`src/rtl/sda_pkg.sv`:
```
package sda_pkg;
    localparam int SIG_W = 5;
    // bit i set: term X^i present in the divisor (X^5 implied by the feedback)
    localparam logic [SIG_W-1:0] DIV_TAPS = 5'b01011;

    typedef logic [SIG_W-1:0] sig_t;

    typedef struct packed {
        logic wipe;
        logic step;
    } ctl_t;

    function automatic ctl_t decode_ctl(input logic clr, input logic en);
        ctl_t c;
        c.wipe = clr;
        c.step = en & ~clr;
        return c;
    endfunction
endpackage

```
`src/rtl/sda_cell.sv`:
```
module sda_cell #(
    parameter bit TAP = 1'b0
) (
    input  logic          clk,
    input  sda_pkg::ctl_t ctl,
    input  logic          from_prev,
    input  logic          fb,
    output logic          q
);
    logic nxt;

    always_comb begin
        nxt = TAP ? (from_prev ^ fb) : from_prev;
    end

    always_ff @(posedge clk) begin
        if (ctl.wipe)      q <= 1'b0;
        else if (ctl.step) q <= nxt;
    end

    generate
        if (!TAP) begin : g_plain_chk
            // untapped stage copies its neighbour
            assert_plain_shift_R5: assert property (@(posedge clk) disable iff (ctl.wipe)
                ctl.step |=> (q == $past(from_prev)));
        end else begin : g_tap_chk
            assert_tap_shift_R5: assert property (@(posedge clk) disable iff (ctl.wipe)
                ctl.step |=> (q == ($past(from_prev) ^ $past(fb))));
        end
    endgenerate
endmodule

```
`src/rtl/sda_divider.sv`:
```
module sda_divider #(
    parameter int                     W    = sda_pkg::SIG_W,
    parameter logic [W-1:0]           TAPS = sda_pkg::DIV_TAPS
) (
    input  logic          clk,
    input  sda_pkg::ctl_t ctl,
    input  logic          din,
    output logic [W-1:0]  state
);
    logic fb;
    logic [W-1:0] feed;

    assign fb = state[W-1];

    always_comb begin
        feed[0] = din;
        for (int i = 1; i < W; i++) feed[i] = state[i-1];
    end

    genvar g;
    generate
        for (g = 0; g < W; g++) begin : g_stage
            sda_cell #(.TAP(TAPS[g])) u_cell (
                .clk      (clk),
                .ctl      (ctl),
                .from_prev(feed[g]),
                .fb       (fb),
                .q        (state[g])
            );
        end
    endgenerate
endmodule

```
`src/rtl/sda_compare.sv`:
```
module sda_compare #(
    parameter int W = sda_pkg::SIG_W
) (
    input  logic [W-1:0] a,
    input  logic [W-1:0] b,
    output logic         eq
);
    logic [W-1:0] diff;
    always_comb begin
        diff = a ^ b;
        eq   = ~|diff;
    end
endmodule

```
`src/rtl/serial_sig_analyzer.sv`:
```
module serial_sig_analyzer #(
    parameter int                W    = sda_pkg::SIG_W,
    parameter logic [W-1:0]      TAPS = sda_pkg::DIV_TAPS
) (
    input  logic         clk,
    input  logic         clear,
    input  logic         shift_en,
    input  logic         din,
    input  logic [W-1:0] expect_sig,
    output logic [W-1:0] sig,
    output logic         match
);
    localparam int TOP = W - 1;

    sda_pkg::ctl_t ctl;
    always_comb ctl = sda_pkg::decode_ctl(clear, shift_en);

    sda_divider #(.W(W), .TAPS(TAPS)) u_div (
        .clk  (clk),
        .ctl  (ctl),
        .din  (din),
        .state(sig)
    );

    sda_compare #(.W(W)) u_cmp (
        .a (sig),
        .b (expect_sig),
        .eq(match)
    );

    // a clear edge leaves zero, regardless of enable
    assert_clear_zero_R1: assert property (@(posedge clk) disable iff (clear)
        $past(clear) |-> (sig == '0));

    assert_hold_idle_R3: assert property (@(posedge clk) disable iff (clear)
        !shift_en |=> $stable(sig));

    assert_entry_bit_R4: assert property (@(posedge clk) disable iff (clear)
        shift_en |=> (sig[0] == ($past(din) ^ $past(sig[TOP]))));

    assert_zero_stays_R8: assert property (@(posedge clk) disable iff (clear)
        (shift_en && !din && sig == '0) |=> (sig == '0));
endmodule

```
`config.mk`:
```
export PLATFORM = sky130hd
export DESIGN_NAME = serial_sig_analyzer
export DESIGN_NICKNAME = d
export VERILOG_FILES = /design/src/rtl/sda_pkg.sv /design/src/rtl/sda_cell.sv /design/src/rtl/sda_divider.sv /design/src/rtl/sda_compare.sv /design/src/rtl/serial_sig_analyzer.sv
export SDC_FILE = /design/constraint.sdc
export NUM_CORES = 1
export LEC_CHECK = 0
export ABC_AREA = 1
export BUFFER_PORTS_ARGS = -buffer_cell sky130_fd_sc_hd__buf_2
export CORE_AREA = 2 2 39 41
export CTS_CLUSTER_SIZE = 8
export DETAILED_ROUTE_END_ITERATION = 6
export DIE_AREA = 0 0 41 43
export SLEW_MARGIN = 30
export SYNTH_ARGS = -nofsm -noshare
export SYNTH_HDL_FRONTEND = slang
export SYNTH_SLANG_ARGS = --single-unit
```
`constraint.sdc`:
```
create_clock -name clk -period 1.85 [get_ports clk]
set_input_delay 0.0925 -clock clk [delete_from_list [all_inputs] [get_ports clk]]
set_output_delay 0.0925 -clock clk [all_outputs]
set_load 0.02 [all_outputs]
```
**After elaboration in Yosys (flattened, before gate mapping)**

Cells that the tools add are included.

- Register bits: 5
- Input bits: 9
- Output and inout bits: 6

- Bitwise operators: 6
- Reductions and logical operators: 2

Operators by type and width:

| kind | count |
|---|---|
| 5-bit OR reduction | 1 |
| 5-bit XOR | 1 |
| 1-bit XOR | 3 |
| 1-bit AND | 1 |
| 1-bit logical NOT | 1 |
| 1-bit inverter | 1 |

**Logic depth before layout (Yosys ltp)**

- Depth after elaboration: 3
- Depth in mapped cells: 5
- Depth with buffers taken out: 5

**Hierarchy**

Synthesis repeated with hierarchy kept, for this count alone.

- Cells, all modules: 63
- Area total of the unflattened synthesis: 349.1 sq um

By module, submodules not included:

| module | instances | cells each | area an instance (sq um) | seq. area each (sq um) |
|---|---|---|---|---|
| sda_cell at u_div.g_stage[0].u_cell ... | 3 | 10 | 55.1 | 20.0 |
| sda_cell at u_div.g_stage[2].u_cell ... | 2 | 7 | 45.0 | 20.0 |
| sda_compare | 1 | 16 | 76.3 | 0.0 |
| serial_sig_analyzer | 1 | 2 | 10.0 | 0.0 |
| sda_divider | 1 | 1 | 7.5 | 0.0 |

**Worst setup path after synthesis**

No wires, ideal clock.

- Path kind: flip-flop to output port
- Start point: reg u_div.g_stage[4].u_cell.q
- End point: out match
- Arrival: 917 ps
- Data required time: 1,757 ps
- Slack: 840 ps
- Stages on the path, launching flop included: 5
- Buffers on the path: 1
- Path through: dfxtp_1 > buf_6 > xnor2_1 > nand3_1 > nor2_1

- Longest elaborated chain between the ends: 3

Ends and longest elaborated chain:

| what | line | text |
|---|---|---|
| from (decl) | sda_cell.sv:8 | `output logic q` |
| from (signal assigned) | sda_cell.sv:18 | `else if (ctl.step) q <= nxt;` |
| 5-bit XOR | sda_compare.sv:10 | `diff = a ^ b;` |
| 5-bit OR reduction | sda_compare.sv:11 | `eq = ~\|diff;` |
| 1-bit logical NOT | sda_compare.sv:11 |  |
| to (decl) | serial_sig_analyzer.sv:11 | `output logic match` |

Every way passes these cells.

**Worst setup path after layout**

Ends and elaborated chain as after synthesis.

==> results.json <==
{
  "antenna_found_initial": 0,
  "multiInputGateArea_sq_um": 148,
  "reg2reg_depth": 4,
  "crit_family": "flip-flops",
  "slowest_delay_ns": 0.46,
  "clk_pin_slew_worst_paths_ns": 0.04,
  "clockBufferDepth": 2,
  "grt_max_degree": 10,
  "drc": 0,
  "grt_use_total_pct": 8.53,
  "final.period_utilization_pct": 68.9,
  "fin_skew_ns": 0.000547,
  "port_buffers": 14,
  "cts_tree": "done",
  "num_io_pins": 15,
  "dp_hpwl_um": 500,
  "reg.largest.list": "u_div.g_stage.u_cell.q (5)",
  "worstMarginPinSlew_ns": 0.270,
  "critical_path_peak_fanout": 6,
  "cts_buffers": 3,
  "synth_edf_count": 0,
  "avgSynthCellArea_sq_um": 6.70,
  "initial_core_util_pct": 24.7,
  "yosys_warnings": 0,
  "holdPathStages": 4,
  "p_sw_share_pct": 28.5,
  "hold_end": "u_div.g_stage[1].u_cell.q",
  "place.gp.congestion": 0.702,
  "largest_reg_flops": 5,
  "status": "complete, no violations",
  "fill_cells": 160,
  "worst_hold_startpoint": "clear",
  "required_ns": 1.76,
  "rsz0062_at_grt": "no",
  "worst_setup_path_end_kind": "output pin",
  "top_register": "u_div.g_stage.u_cell.q",
  "synth_fp_nets": 60,
  "die-area_sq_um": 1760,
  "crit_slowest_cell": "dfxtp_1",
  "ir_drop_mv": 0.186,
  "insertion_delay_ns": 0.24,
  "worstPathArrival_ns": 1.18,
  "dieHeight_um": 43,
  "reg2reg_from": "u_div.g_stage[4].u_cell.q",
  "drive_gt1_share_pct": 27.4,
  "synth_most_common_cell": "nand2_1",
  "ys_seq_area_share_pct": 29.3,
  "area_growth_pct": 17.6,
  "synth_area_leaders": "dfxtp_1 (29%), xnor2_1 (15%), nand2_1 (14%), buf_4 (13%), inv_1 (11%)",
  "design.core.area_sq_um": 1380,
  "placementRows": 14,
  "ff_latch_area_sq_um": 100,
  "post_cts_resize_count": 0,
  "postCtsHoldBufs": 0,
  "p_comb_share_pct": 22.0,
  "num_antenna_cells": 0,
  "die_w_um": 41,
  "setup_tns_ns": 0,
  "ant_nets": 0,
  "p_int_uw": 230,
  "final.min_clock_period_ns": 1.28,
  "rrSetupSlack_ns": 0.98,
  "drv_cap": 0,
  "vias_per_cell": 4.01,
  "power.density_nw_per_um2": 802,
  "route.vias.total": 313,
  "synth_area_sq_um": 342,
  "grt_pass1_wl_um": 979,
  "hold_viol": 0,
  "dr.pass1.iters": 2,
  "start_kind": "flip-flop",
  "seq_power_share_pct": 39.3,
  "min_path_type": "input port to flip-flop",
  "synth_area_leader_cell": "dfxtp_1",
  "path_buf_inv": 1,
  "slew_headroom_pct": 82.0,
  "ys_types": 10,
  "routedWlPerCell_um": 7.99,
  "root_buffer": "clkbuf_4",
  "r2r-end": "u_div.g_stage[0].u_cell.q",
  "setup_viol": 0,
  "final_util_pct": 29.0,
  "clkSinkCount": 5,
  "pwr-share-clk_pct": 38.8,
  "synth_flop_cell": "dfxtp_1",
  "async_flop_share_pct": 0,
  "cts_setup_buffers": 0,
  "drt-initial-drc-count": 4,
  "switchingPower_uw": 91.9,
  "htreeDepth": 1,
  "synth_seq_cells": 5,
  "clock.fmax_mhz": 784,
  "fin_nets": 72,
  "netlist.area_leader.share_pct": 29.3,
  "synthCells": 51,
  "p_leak_uw": 0.000228,
  "gr-total-overflow": 0,
  "drv_slew": 0,
  "worst-path-stages": 4,
  "crit_chain": "xnor2_1 -> nand3_1 -> nor2_1 -> buf_2",
  "grt_pass1_vias": 289,
  "worstSetupPathType": "flip-flop to output pin",
  "drt-total-wl_um": 623,
  "yosys-top-cells-count": "nand2_1 (13), inv_1 (10), buf_4 (6), xnor2_1 (6), dfxtp_1 (5)"
}
[final cells by class]
type	count	area share (%)
Clock buffer	4	6.54
Inverter	10	9.35
Multi-Input combinational cell	29	36.8
Sequential cell	5	24.9
Tap cell	16	4.98
Timing Repair Buffer	14	17.4
[routing by layer]
layer / vias to the layer above / track usage, % / part of all wire, %
met3: 2 / 1.57 / 5.6
met4: 0 / 10.0 / 1.9
met5: - / 0 / 0
met2: 14 / 12.5 / 46
met1: 133 / 8.68 / 47
li1: 164 / - / -
[worst min-delay path: cells and delay by family]
kind                   cells  cell delay, ns
AND/OR/NAND/NOR            1            0.05
buffers and inverters      2            0.14
AO/OA/AOI/OAI              1            0.04
[worst max-delay path by stage]
stage / end / slack, ns / from
2_1_floorplan: match / 0.84 / u_div.g_stage[4].u_cell.q
3_3_place_gp: match / 0.87 / u_div.g_stage[4].u_cell.q
3_5_place_dp: match / 0.81 / u_div.g_stage[4].u_cell.q
4_1_cts: match / 0.55 / u_div.g_stage[4].u_cell.q
5_1_grt: match / 0.46 / u_div.g_stage[4].u_cell.q
6_report: match / 0.57 / u_div.g_stage[4].u_cell.q
[stage by stage]
stage                     std cells  setup WS, ns  area, sq um  hold WS (ns)  total power [uW]
after floorplan                  51         0.840          342         0.237               191
after global placement           74         0.872          375         0.385               200
after detailed placement         74         0.814          375         0.383               200
after CTS                        78         0.551          402         0.128               329
after global routing             78         0.462          402         0.161               340
final                            78         0.575          402         0.134               322
[cells by family (layout without fill, tap and decap cells)]
kind of cell	count (synthesis)	after routing	synth area share, %
and+or+nand+nor	17	17	19.0
buffers and inverters	17	28	27.5
DFF	5	5	29.3
xor gates and xnor gates	6	6	15.4
AOI/OAI and AO/OA	6	6	8.79
[placed cells by master (no fill, tap or decap), drive strengths merged]
| cell type | Yosys | final |
|---|---|---|
| buf | 7 | 14 |
| nand2 | 13 | 13 |
| inv | 10 | 10 |
| xnor2 | 6 | 6 |
| dfxtp | 5 | 5 |
| a21oi | 4 | 4 |
| clkbuf | 0 | 4 |
| nor2 | 3 | 3 |
| o21ai | 2 | 2 |
| nand3 | 1 | 1 |
[power by group through the flow]
stage	Clock (uW)	Combinational [uW]	Sequential [uW]
finish	125	70.8	126
detailed placement	0	71.2	129
global placement	0	71.3	128
global route	133	79.0	128
CTS	131	71.8	127
floorplan	0	65.8	125
Note: power is estimated with default switching activity, not from simulation.
